### src/rtl/pirq_pkg.sv
package pirq_pkg;
   localparam int unsigned IRQ_ADDR  = 16;
   localparam int unsigned CMD_ADDR  = 17;
   localparam int unsigned SRC_W     = 7;
   localparam int unsigned PEND_BIT  = 7;
   localparam int unsigned HSEC_BIT  = 1;
   localparam int unsigned TSEC_BIT  = 2;
   localparam int unsigned IEN_BIT   = 4;
   localparam logic [7:0]  UNDEF_RD  = 8'hFF;
   typedef logic [1:0] freq_sel_t;
endpackage

### src/rtl/pirq_phase_acc.sv
module pirq_phase_acc
   import pirq_pkg::*;
#(
   parameter int unsigned FREQ_0  = 32768,
   parameter int unsigned FREQ_1  = 1048576,
   parameter int unsigned FREQ_2  = 2097152,
   parameter int unsigned FREQ_3  = 4194304,
   parameter int unsigned TICK_HZ = 100
) (
   input  logic      clk,
   input  logic      rst_n,
   input  freq_sel_t sel_i,
   input  logic      clr_i,
   output logic      tick_o
);
   localparam int unsigned F01   = (FREQ_0 > FREQ_1) ? FREQ_0 : FREQ_1;
   localparam int unsigned F23   = (FREQ_2 > FREQ_3) ? FREQ_2 : FREQ_3;
   localparam int unsigned FMAX  = (F01 > F23) ? F01 : F23;
   localparam int unsigned ACC_W = $clog2(FMAX + TICK_HZ + 1);

   generate
      if (TICK_HZ < 1 || TICK_HZ >= FREQ_0 || TICK_HZ >= FREQ_1 ||
          TICK_HZ >= FREQ_2 || TICK_HZ >= FREQ_3) begin : g_bad_rate
         $error("pirq_phase_acc: TICK_HZ must be nonzero and below every frequency");
      end
   endgenerate

   logic [ACC_W-1:0] acc_q, sum, freq_cur;
   logic             tick_q;

   always_comb begin
      case (sel_i)
         2'd0:    freq_cur = ACC_W'(FREQ_0);
         2'd1:    freq_cur = ACC_W'(FREQ_1);
         2'd2:    freq_cur = ACC_W'(FREQ_2);
         default: freq_cur = ACC_W'(FREQ_3);
      endcase
      sum = acc_q + ACC_W'(TICK_HZ);
   end

   always_ff @(posedge clk) begin
      if (!rst_n || clr_i) begin
         acc_q  <= '0;
         tick_q <= 1'b0;
      end else if (sum >= freq_cur) begin
         acc_q  <= sum - freq_cur;
         tick_q <= 1'b1;
      end else begin
         acc_q  <= sum;
         tick_q <= 1'b0;
      end
   end

   assign tick_o = tick_q;

   a_r2_acc_in_range: assert property (@(posedge clk) disable iff (!rst_n)
      acc_q < freq_cur);
   a_r4_restart_zero: assert property (@(posedge clk) disable iff (!rst_n)
      clr_i |=> (acc_q == '0 && !tick_q));
endmodule

### src/rtl/pirq_decim.sv
module pirq_decim #(
   parameter int unsigned DIV = 10
) (
   input  logic clk,
   input  logic rst_n,
   input  logic clr_i,
   input  logic hsec_i,
   output logic tsec_o
);
   generate
      if (DIV < 1) begin : g_bad_div
         $error("pirq_decim: DIV must be at least 1");
      end
      if (DIV == 1) begin : g_pass
         logic unused_clk;
         assign unused_clk = clk ^ rst_n ^ clr_i;
         assign tsec_o = hsec_i;
      end else begin : g_count
         localparam int unsigned CW = $clog2(DIV);
         logic [CW-1:0] cnt_q;
         logic          last;
         assign last = (cnt_q == CW'(DIV - 1));
         always_ff @(posedge clk) begin
            if (!rst_n || clr_i)   cnt_q <= '0;
            else if (hsec_i)       cnt_q <= last ? '0 : cnt_q + 1'b1;
         end
         assign tsec_o = hsec_i & last;

         a_r3_count_bounded: assert property (@(posedge clk) disable iff (!rst_n)
            cnt_q < CW'(DIV));
         a_r3_wrap_after_tenth: assert property (@(posedge clk) disable iff (!rst_n)
            (tsec_o && !clr_i) |=> (cnt_q == '0));
      end
   endgenerate
endmodule

### src/rtl/pirq_regs.sv
module pirq_regs
   import pirq_pkg::*;
#(
   parameter int unsigned ADDR_W = 5
) (
   input  logic              clk,
   input  logic              rst_n,
   input  logic [ADDR_W-1:0] addr,
   input  logic              wr_en,
   input  logic              rd_en,
   input  logic [7:0]        wr_data,
   input  logic              hsec_i,
   input  logic              tsec_i,
   output logic [7:0]        rd_data_o,
   output logic              irq_o,
   output freq_sel_t         sel_o,
   output logic              restart_o
);
   generate
      if (ADDR_W < 5) begin : g_bad_addr
         $error("pirq_regs: ADDR_W must reach address 17");
      end
   endgenerate

   localparam logic [ADDR_W-1:0] A_IRQ = ADDR_W'(IRQ_ADDR);
   localparam logic [ADDR_W-1:0] A_CMD = ADDR_W'(CMD_ADDR);

   logic [SRC_W-1:0] mask_q, mask_d, status_q, status_d, tick_bits;
   logic             pend_q, pend_d, ien_q;
   freq_sel_t        sel_q;
   logic [7:0]       rd_q;
   logic             wr_irq, wr_cmd, rd_irq;
   logic             unused_bits;

   assign unused_bits = wr_data[7] ^ wr_data[5] ^ wr_data[3] ^ wr_data[2];

   assign wr_irq = wr_en && (addr == A_IRQ);
   assign wr_cmd = wr_en && (addr == A_CMD);
   assign rd_irq = rd_en && (addr == A_IRQ);

   always_comb begin
      tick_bits           = '0;
      tick_bits[HSEC_BIT] = hsec_i;
      tick_bits[TSEC_BIT] = tsec_i;
      mask_d   = wr_irq ? wr_data[SRC_W-1:0] : mask_q;
      status_d = (rd_irq ? '0 : status_q) | tick_bits;
      pend_d   = (rd_irq ? 1'b0 : pend_q) | (|(status_d & mask_d));
   end

   assign restart_o = wr_cmd && (wr_data[1:0] != sel_q);

   always_ff @(posedge clk) begin
      if (!rst_n) begin
         mask_q   <= '0;
         status_q <= '0;
         pend_q   <= 1'b0;
         ien_q    <= 1'b0;
         sel_q    <= '0;
         rd_q     <= '0;
      end else begin
         mask_q   <= mask_d;
         status_q <= status_d;
         pend_q   <= pend_d;
         if (wr_cmd) begin
            sel_q <= wr_data[1:0];
            ien_q <= wr_data[IEN_BIT];
         end
         if (rd_en) rd_q <= rd_irq ? {pend_q, status_q} : UNDEF_RD;
      end
   end

   assign rd_data_o = rd_q;
   assign sel_o     = sel_q;
   assign irq_o     = ien_q & (|(status_q & mask_q));

   a_r5_hsec_sets_status: assert property (@(posedge clk) disable iff (!rst_n)
      hsec_i |=> status_q[HSEC_BIT]);
   a_r5_tsec_sets_status: assert property (@(posedge clk) disable iff (!rst_n)
      tsec_i |=> status_q[TSEC_BIT]);
   a_r8_read_clears: assert property (@(posedge clk) disable iff (!rst_n)
      (rd_irq && !hsec_i && !tsec_i) |=> (status_q == '0 && !pend_q));
   a_r7_pend_sticky: assert property (@(posedge clk) disable iff (!rst_n)
      (pend_q && !rd_irq) |=> pend_q);
   a_r9_irq_implies_pend: assert property (@(posedge clk) disable iff (!rst_n)
      irq_o |-> pend_q);
endmodule

### src/rtl/pirq_ticker.sv
module pirq_ticker
   import pirq_pkg::*;
#(
   parameter int unsigned ADDR_W   = 5,
   parameter int unsigned FREQ_0   = 32768,
   parameter int unsigned FREQ_1   = 1048576,
   parameter int unsigned FREQ_2   = 2097152,
   parameter int unsigned FREQ_3   = 4194304,
   parameter int unsigned TICK_HZ  = 100,
   parameter int unsigned TSEC_DIV = 10
) (
   input  logic              clk,
   input  logic              rst_n,
   input  logic [ADDR_W-1:0] addr,
   input  logic              wr_en,
   input  logic              rd_en,
   input  logic [7:0]        wr_data,
   output logic [7:0]        rd_data,
   output logic              irq,
   output logic              tick_hsec,
   output logic              tick_tsec
);
   freq_sel_t sel;
   logic      restart;

   pirq_regs #(.ADDR_W(ADDR_W)) u_regs (
      .clk(clk), .rst_n(rst_n), .addr(addr), .wr_en(wr_en), .rd_en(rd_en),
      .wr_data(wr_data), .hsec_i(tick_hsec), .tsec_i(tick_tsec),
      .rd_data_o(rd_data), .irq_o(irq), .sel_o(sel), .restart_o(restart)
   );

   pirq_phase_acc #(
      .FREQ_0(FREQ_0), .FREQ_1(FREQ_1), .FREQ_2(FREQ_2), .FREQ_3(FREQ_3),
      .TICK_HZ(TICK_HZ)
   ) u_acc (
      .clk(clk), .rst_n(rst_n), .sel_i(sel), .clr_i(restart), .tick_o(tick_hsec)
   );

   pirq_decim #(.DIV(TSEC_DIV)) u_decim (
      .clk(clk), .rst_n(rst_n), .clr_i(restart), .hsec_i(tick_hsec), .tsec_o(tick_tsec)
   );

   a_r3_tsec_with_hsec: assert property (@(posedge clk) disable iff (!rst_n)
      tick_tsec |-> tick_hsec);
endmodule

### config.mk
export PLATFORM = sky130hd
export DESIGN_NAME = pirq_ticker
export DESIGN_NICKNAME = d
export VERILOG_FILES = /design/src/rtl/pirq_pkg.sv /design/src/rtl/pirq_phase_acc.sv /design/src/rtl/pirq_decim.sv /design/src/rtl/pirq_regs.sv /design/src/rtl/pirq_ticker.sv
export SDC_FILE = /design/constraint.sdc
export NUM_CORES = 1
export LEC_CHECK = 0
export BUFFER_PORTS_ARGS = -buffer_cell sky130_fd_sc_hd__buf_2
export CORE_MARGIN = 2
export CORE_UTILIZATION = 40
export CTS_BUF_LIST = sky130_fd_sc_hd__clkbuf_4 sky130_fd_sc_hd__clkbuf_8
export CTS_CLUSTER_SIZE = 40
export DETAILED_ROUTE_END_ITERATION = 10
export GPL_TIMING_DRIVEN = 0
export HOLD_SLACK_MARGIN = 0.08
export PLACE_DENSITY = 0.67
export SYNTH_ARGS = -nofsm -noshare
export SYNTH_HDL_FRONTEND = slang
export SYNTH_HIERARCHICAL = 1
export SYNTH_SLANG_ARGS = --single-unit
### constraint.sdc
create_clock -name clk -period 5.4 [get_ports clk]
set_input_delay 0.54 -clock clk [delete_from_list [all_inputs] [get_ports clk]]
set_output_delay 0.54 -clock clk [all_outputs]
set_load 0.05 [all_outputs]
==> impl_metrics.toml, run 1 <==
[route]
vias_per_cell = 5.41
wl_um = 6330
route.met3.wl_um = 229
top_layer = "met4"
drt_iter0_drc = 93
drc = 0
wl_met1_um = 3020
vias = 2433
drtAntennaViolNets = 0
firstDrtPassIters = 4
wl_met2_um = 3010
detail_route.wl_per_cell_um = 14.1

[floorplanning]
dieArea_sq_um = 8090
core_area_sq_um = 7210
rows = 31
dieWidth_um = 90.0
die_h_um = 90.0
initial_core_util = 0.410
io_pins = 28

[setup_path]
crit_cells = 15
worstPathMaxFanout = 8
rr_worst_depth = 15
end_kind = "flip-flop"
crit_buf_inv = 3
crit_path_cell_trace = "clkbuf_8 -> a311o_1 -> nand4_1 -> o21a_1 -> nor2_1 -> inv_1 -> ha_1 -> nand4b_1 -> nor3_1 -> nor4b_4 -> a31oi_2 -> and2_4 -> buf_6 -> nor3_1 -> nor3_2"
cp.arrival_ns = 3.68
cp_slowest_stage_delay_ns = 0.34
cpMostUsedCell = "nor3_1"
cpMaxStageDelayCell = "nand4_1"
rr_startpoint = "u_acc/acc_q[4]"
path_class = "reg -> reg"
cp-start-kind = "flip-flop"
reg2reg_to = "u_acc/acc_q[21]"
critical-path-top-delay-family = "simple AND/OR/NAND/NOR gates"
r2r_slack_ns = 1.93
critical_path_required_ns = 5.61

[yosys]
ys_ff_latch = 52
synthDistinctLibCells = 75
ys_seq_area_frac = 0.352
synth_top_area_share = 0.352
synth_edf_count = 0
synthesis.nets = 340
post_synth.cell_area_avg_sq_um = 9.29
synth_ff_type = "dfxtp_1"
async_flop_share = 0
syn_area_sq_um = 2960
synth_cells = 318
ys.warnings.count = 6
synthTopCellsByArea = "dfxtp_1, xnor2_1, nor2_1"
yosys.area.top_type = "dfxtp_1"

[clock_tree]
cts_resized = 0
clk_path_buf_depth = 2
cts-root-buf = "clkbuf_8"
ctsHoldBuffers = 0
clk_pin_slew_worst_paths_ns = 0.11
cts_buffers = 5
cts.sinks = 52
htreeDepth = 2
clkLatencyLatePin_ns = 0.31
postCtsSetupRepairBufs = 0
cts_tree = "built"

[final_layout]
area_growth_syn_to_layout_pct = 11.7
nFillCells = 758
final_nets = 372
layout.cells.non_filler = 450
n_antenna_cell = 0
final_layout_size_suffix_gt1_frac = 0.225

[sta]
setup_viol = 0
whs_ns = 0.490
slew_viol_final = 0
slew_headroom = 0.575
worstMarginPinSlew_ns = 0.634
timing.final.crit_share = 0.643
clock_skew_ns = 0.00953
fin_ws_ns = 1.93
finalHoldViolCount = 0
max_freq_ghz = 0.288
min_period_ns = 3.47
finalSetupTns_ns = 0
rsz0062_at_grt = "no"

[hold_path]
min_path_cells = 2
min-delay-start = "u_regs/status_q[0]"
holdPathEnd = "u_regs/status_q[0]"
min_path_type = "reg -> reg"

[pwr]
power_density_nw_per_um2 = 356
leakage_nw = 1.29
vdd.ir_drop.worst_v = 0.000181

[place]
place_inst = 442
dp_slack_ns = 1.97
dp_hpwl_um = 4810
place_congestion = 0.853
io_buffer_count = 25

[flow_run]
maxCapViolCount = 0

[global_routing]
track_usage = 0.158
first_global_vias = 2348
grt_overflow_total = 0
antenna_found_initial = 0
grt_pass1_wl_um = 10700
grt_max_degree = 20

[outcome]
status = "completed"
-- worst max-delay path by stage --
stage                         startpoint         endpoint  slack (ns)
final                     u_acc/acc_q[4]  u_acc/acc_q[21]        1.93
after global routing      u_acc/acc_q[5]  u_acc/acc_q[21]        1.61
after global placement    u_acc/acc_q[5]  u_acc/acc_q[21]        1.96
after CTS                 u_acc/acc_q[4]  u_acc/acc_q[21]        1.89
after floorplan             u_acc/tick_o    u_regs/pend_q        2.18
after detailed placement  u_acc/acc_q[4]  u_acc/acc_q[21]        1.97
-- power by group --
part	leakage [nW]	internal (mW)	switching (mW)
logic	0.814	0.204	0.243
registers	0.426	0.427	0.0562
clock network	0.0511	0.0983	0.147
total	1.29	0.729	0.446
-- Yosys cell counts, types with 6 or more instances --
| cell | instances |
|---|---|
| a211oi_1 | 8 |
| a21oi_1 | 11 |
| and3_1 | 6 |
| dfxtp_1 | 52 |
| inv_1 | 12 |
| mux2i_1 | 9 |
| nand2_1 | 18 |
| nand3_1 | 11 |
| nor2_1 | 28 |
| nor2b_1 | 14 |
| nor3_1 | 7 |
| o21ai_0 | 6 |
| o221a_2 | 8 |
| xnor2_1 | 18 |
| xor2_1 | 6 |
-- metal layers --
metal,vias to the layer above,GRT usage
li1,1232,-
met1,1150,0.212
met2,45,0.262
met3,6,0.0302
met4,0,0.0436
met5,-,0
-- cell families (layout without fill, tap and decap cells) --
group                      after synthesis  count (layout)  share of synthesized area
AOI/OAI and AO/OA                       71              71                      0.195
adders and majority gates                6               6                     0.0246
muxes                                   11              11                     0.0394
and+or+nand+nor                        130             130                      0.267
buffers and inverters                   23              56                     0.0428
xor gates and xnor gates                25              25                     0.0792
DFF                                     52              52                      0.352
-- registers in the layout, indices dropped and copies added (netlist names) --
signal	flops
u_acc/acc_q	21
u_regs/rd_data_o	8
u_regs/mask_q	7
u_regs/status_q	7
u_decim/g_count.cnt_q	4
u_regs/sel_o	2
u_acc/tick_o	1
u_regs/ien_q	1
u_regs/pend_q	1
-- area by class of cell --
type	count	area, sq um	area share
sequential	52	1040	0.315
tap	99	124	0.0375
timing repair buffer	25	125	0.0379
buffer	11	81.3	0.0246
clock inverter	3	28.8	0.00872
clock buffer	5	68.8	0.0208
inverter	12	45.0	0.0136
multi-input combinational	243	1790	0.541
-- worst reg2reg max path, stage by stage (launching register included) --
cell	delay [ns]
dfxtp_1	0.33
clkbuf_8	0.15
a311o_1	0.33
nand4_1	0.34
o21a_1	0.30
nor2_1	0.19
inv_1	0.07
ha_1	0.32
nand4b_1	0.10
nor3_1	0.19
nor4b_4	0.26
a31oi_2	0.20
and2_4	0.19
buf_6	0.12
nor3_1	0.21
nor3_2	0.07
-- stage by stage --
step | power, mW | cell area, sq um | utilization
floorplan | 0.841 | 2960 | -
global placement | 0.922 | 3200 | 0.444
detailed placement | 0.934 | 3200 | 0.444
CTS | 1.18 | 3300 | 0.458
global route | 1.25 | 3300 | 0.458
finish | 1.17 | 3300 | 0.458
-- layout by cell type (no fill, tap or decap), drive strengths merged, types with 6 or more instances in the layout --
master,n
o21ai,9
nand3,11
nand2,20
a211oi,9
and2,8
and3,9
buf,28
nor2,29
dfxtp,52
inv,15
o221a,8
nor3,8
a21oi,12
mux2i,9
nand4,7
xnor2,18
xor2,6
nor2b,14
clkbuf,13
No activity file was read; power rests on OpenSTA's default activity.
==> run 2: changes to the inputs <==
- clock period: 5.4 -> 3.6 ns (I/O delays scaled with it)
==> impl_metrics.toml, run 2 (same netlist as run 1, synthesis figures left out) <==
[outcome]
status = "completed"

[place]
dp_slack_ns = 0.171
io_buffer_count = 25
dp_hpwl_um = 4810
place_inst = 442
place_congestion = 0.853

[floorplanning]
dieArea_sq_um = 8090
io_pins = 28
core_area_sq_um = 7210
die_h_um = 90.0
initial_core_util = 0.410
rows = 31
dieWidth_um = 90.0

[clock_tree]
cts_tree = "built"
clk_path_buf_depth = 2
cts.sinks = 52
clk_pin_slew_worst_paths_ns = 0.11
ctsHoldBuffers = 0
cts-root-buf = "clkbuf_8"
cts_buffers = 5
htreeDepth = 2
clkLatencyLatePin_ns = 0.31

[global_routing]
grt_max_degree = 20
track_usage = 0.158
grt_pass1_wl_um = 10700
grt_overflow_total = 0
first_global_vias = 2348
antenna_found_initial = 0

[sta]
finalSetupTns_ns = 0
max_freq_ghz = 0.304
rsz0062_at_grt = "no"
min_period_ns = 3.29
fin_ws_ns = 0.309
setup_viol = 0
timing.final.crit_share = 0.914
slew_headroom = 0.575
whs_ns = 0.324
clock_skew_ns = 0.00953
finalHoldViolCount = 0
worstMarginPinSlew_ns = 0.634
slew_viol_final = 0

[final_layout]
final_layout_size_suffix_gt1_frac = 0.244
n_antenna_cell = 0
final_nets = 373
layout_common_cells = "dfxtp_1, nor2_1, buf_2"
area_growth_syn_to_layout_pct = 12.4
layout_commonest_cell = "dfxtp_1"
layout.cells.non_filler = 451
regMostFlops = "u_acc/acc_q"
largest_register_ffs = 21

[pwr]
power_density_nw_per_um2 = 532
vdd.ir_drop.worst_v = 0.000272
power.switching_mw = 0.670
combinationalPowerShare = 0.381
leakage_nw = 1.29
fin_total_pwr_mw = 1.77
power_frac_clock = 0.208
p_sw_frac = 0.379
internal-power_mw = 1.10
pwr-share-seq = 0.410

[route]
detail_route.wl_per_cell_um = 14.1
drt_iter0_drc = 103
firstDrtPassIters = 4
wl_um = 6360
vias_per_cell = 5.41
drc = 0
drtAntennaViolNets = 0
vias = 2440

[setup_path]
critical-path-top-delay-family = "simple AND/OR/NAND/NOR gates"
end_kind = "flip-flop"
cp-start-kind = "flip-flop"
crit_path_cell_trace = "and4_2 -> nand4_1 -> o21a_1 -> nor2_1 -> inv_1 -> ha_1 -> nand4b_1 -> nor3_1 -> nor4b_4 -> a31oi_2 -> and2_4 -> buf_6 -> nor3_1 -> nor3_2"
worstPathMaxFanout = 6
path_class = "reg -> reg"
cpMostUsedCell = "nor3_1"
crit_buf_inv = 2
cp_slowest_stage_delay_ns = 0.45
cpMaxStageDelayCell = "dfxtp_1"
cp.arrival_ns = 3.50
critical_path_required_ns = 3.81

[hold_path]
min_path_type = "in -> reg"

[flow_run]
maxCapViolCount = 0
## run 2: cell count changes in the layout (fill, tap and decap cells not counted)
cell | before | now
nor3_1 | 7 | 6
buf_4 | 1 | 2
a311o_2 | 0 | 1
nor3_2 | 1 | 2
ha_2 | 0 | 1
dfxtp_2 | 0 | 2
ha_1 | 5 | 4
nand2_1 | 18 | 17
a311o_1 | 1 | 0
nand2_2 | 1 | 2
dfxtp_1 | 52 | 50
## run 2: what timing repair did
item | in CTS | in global routing
setup endpoints to repair | 0 | 7
buffers inserted | 0 | 1
gates resized for setup | 0 | 6
## run 2: worst min-delay path: stages
cell     delay (ns)
buf_2          0.07
mux2i_1        0.07
nor2b_1        0.11
## run 2: path summary, 6_finish.rpt
check | slack (ns) | depth (start not counted) | to | from
worst max-delay path | 0.31 | 14 | u_acc/acc_q[21] | u_acc/acc_q[8]
worst min-delay path | 0.32 | 3 | u_regs/mask_q[3] | wr_data[3]
worst max register to register | 0.31 | 14 | u_acc/acc_q[21] | u_acc/acc_q[8]
worst min register to register | 0.48 | 1 | u_acc/acc_q[2] | u_acc/acc_q[2]
## run 2: power groups by stage
stage | clock, mW | sequential (mW) | combinational (mW)
6_report | 0.368 | 0.725 | 0.674
5_1_grt | 0.401 | 0.736 | 0.746
3_3_place_gp | 0 | 0.736 | 0.647
4_1_cts | 0.378 | 0.723 | 0.669
2_1_floorplan | 0 | 0.756 | 0.506
3_5_place_dp | 0 | 0.735 | 0.665
## run 2: through the flow
step | instance area [sq um] | util
4_1_cts | 3300 | 0.458
5_1_grt | 3320 | 0.461
6_report | 3320 | 0.461
3_5_place_dp | 3200 | 0.444
3_3_place_gp | 3200 | 0.444
2_1_floorplan | 2960 | -
## run 2: final cells by class
| type | instances | area [sq um] |
|---|---|---|
| fill | 755 | 3890 |
| inverter | 12 | 45.0 |
| buffer | 11 | 81.3 |
| clock buffer | 5 | 68.8 |
| sequential | 52 | 1040 |
| timing repair buffer | 26 | 133 |
| clock inverter | 3 | 28.8 |
| tap | 99 | 124 |
| multi-input combinational | 243 | 1800 |
## run 2: routing by layer
layer | track usage | vias up | part of all wire
met1 | 0.212 | 1153 | 0.48
li1 | - | 1233 | -
met3 | 0.0302 | 6 | 0.035
met5 | 0 | - | 0
met4 | 0.0436 | 0 | 0.012
met2 | 0.262 | 48 | 0.47
==> run 3: changes to the inputs <==
- ABC_AREA: default -> 1
==> impl_metrics.toml, run 3 <==
[outcome]
status = "completed"

[route]
vias_per_cell = 4.70
drc = 0
wl_um = 6190
vias = 2578
drtAntennaViolNets = 0
detail_route.wl_per_cell_um = 11.3
firstDrtPassIters = 4
drt_iter0_drc = 108

[clock_tree]
clkLatencyLatePin_ns = 0.31
cts.sinks = 52
cts_resized = 0
cts_buffers = 5
clk_path_buf_depth = 2
cts-root-buf = "clkbuf_8"
ctsHoldBuffers = 0
htreeDepth = 2
postCtsSetupRepairBufs = 0
clk_pin_slew_worst_paths_ns = 0.10
cts_tree = "built"

[sta]
finalHoldViolCount = 0
finalSetupTns_ns = 0
setup_viol = 0
min_period_ns = 3.05
max_freq_ghz = 0.328
rsz0062_at_grt = "no"
timing.final.crit_share = 0.847
fin_ws_ns = 0.549
slew_headroom = 0.644
clock_skew_ns = 0.00775
worstMarginPinSlew_ns = 0.532
slew_viol_final = 0

[place]
io_buffer_count = 25
place_congestion = 0.822
dp_slack_ns = 0.582
dp_hpwl_um = 4790

[final_layout]
area_growth_syn_to_layout_pct = 12.0
layout_common_cells = "nand2_1, inv_1, dfxtp_1"
n_antenna_cell = 0
layout_commonest_cell = "nand2_1"
final_layout_size_suffix_gt1_frac = 0.181
final_nets = 474
largest_register_ffs = 21
regMostFlops = "u_acc/acc_q"

[yosys]
synth_commonest_cells = "nand2_1, dfxtp_1, inv_1"
synthesis.nets = 442
synth_ff_type = "dfxtp_1"
ys_ff_latch = 52
synthTopCellsByArea = "dfxtp_1, nand2_1, inv_1"
synth_top_area_share = 0.366
syn_area_sq_um = 2850
post_synth.cell_area_avg_sq_um = 6.77
ys_seq_area_frac = 0.366
async_flop_share = 0
synth_cells = 420
synthDistinctLibCells = 33
synth_edf_count = 0
yosys.area.top_type = "dfxtp_1"
yosysMostFrequentCell = "nand2_1"
ys.warnings.count = 6

[hold_path]
min_path_cells = 3
min_path_type = "in -> reg"
min-delay-start = "wr_data[2]"

[global_routing]
grt_pass1_wl_um = 10500
track_usage = 0.172
grt_overflow_total = 0
grt_max_degree = 17
antenna_found_initial = 0
first_global_vias = 2354

[pwr]
power_frac_clock = 0.203
vdd.ir_drop.worst_v = 0.000207
leakage_nw = 1.48
p_sw_frac = 0.401
pwr-share-seq = 0.401
power_density_nw_per_um2 = 555
combinationalPowerShare = 0.396
power.switching_mw = 0.709
internal-power_mw = 1.06

[floorplanning]
io_pins = 28
dieArea_sq_um = 7800
die_h_um = 88.3
rows = 30
dieWidth_um = 88.3
initial_core_util = 0.416
core_area_sq_um = 6830

[setup_path]
critical_path_required_ns = 3.81
cp-start-kind = "flip-flop"
cp.arrival_ns = 3.26
startpoint = "u_acc/acc_q[2]"
rr_worst_depth = 20
worstPathMaxFanout = 10
rr_startpoint = "u_acc/acc_q[2]"
path_class = "reg -> reg"
end_kind = "flip-flop"

[flow_run]
maxCapViolCount = 0
run 3: critical path, stage by stage (launching register included):
cell and delay (ns):
dfxtp_1 0.38, ha_1 0.20, nand2_2 0.09, nand2_2 0.11, nand4_1 0.18, nor2_1 0.20
nand3_1 0.14, xnor2_1 0.17, ha_1 0.32, inv_1 0.09, nor2_1 0.11, nand2_1 0.05
nor2_1 0.09, nand3_1 0.09, nor2_2 0.15, nand3_2 0.14, nand3_4 0.14, buf_6 0.15
nand2_1 0.05, nand2_1 0.06, nor2_1 0.04
run 3: final cells by class:
cell class,count,area [sq um]
fillers,732,3640
multi-input cells,306,1560
flip-flops and latches,52,1040
inverters,56,210
repair buffers,25,125
well taps,96,120
clock buffers,6,82.6
plain buffers,6,32.5
clock inverters,2,13.8
run 3: cells by family after synthesis:
kind of cell    count (synthesis)  share of synthesized area
buf+inv                        62                     0.0853
fa+ha+maj                       5                     0.0220
xor+xnor                        9                     0.0277
flops                          52                      0.366
compound gates                 49                     0.0994
simple gates                  243                      0.400
run 3: worst paths after layout:
check | to | slack, ns
hold / removal | u_regs/mask_q[2] | 0.32
setup reg to reg | u_acc/acc_q[16] | 0.55
hold reg to reg | u_acc/acc_q[2] | 0.47
setup / recovery | u_acc/acc_q[16] | 0.55
run 3: metrics by stage:
stage                     instance area, sq um  instances   util  total power, mW  hold slack, ns
final                                     3190        549  0.466             1.77           0.317
after global routing                      3190        549  0.466             1.91           0.322
after CTS                                 3190        549  0.466             1.78           0.301
after detailed placement                  3090        541  0.452             1.42           0.450
after global placement                    3090        541  0.452             1.40           0.445
after floorplan                           2850        420      -             1.28           0.429
run 3: power by group through the flow:
| stage | clock network, mW | logic (mW) | registers [mW] |
|---|---|---|---|
| global route | 0.392 | 0.803 | 0.718 |
| floorplan | 0 | 0.534 | 0.748 |
| finish | 0.359 | 0.700 | 0.709 |
| global placement | 0 | 0.684 | 0.720 |
| CTS | 0.374 | 0.700 | 0.709 |
| detailed placement | 0 | 0.698 | 0.723 |
run 3: per-layer routing:
layer | vias to the layer above | global-route usage | routed length, um
li1 | 1395 | - | -
met1 | 1140 | 0.221 | 3090
met2 | 38 | 0.293 | 2840
met3 | 5 | 0.0289 | 183
met4 | 0 | 0.0565 | 74
met5 | - | 0 | 0
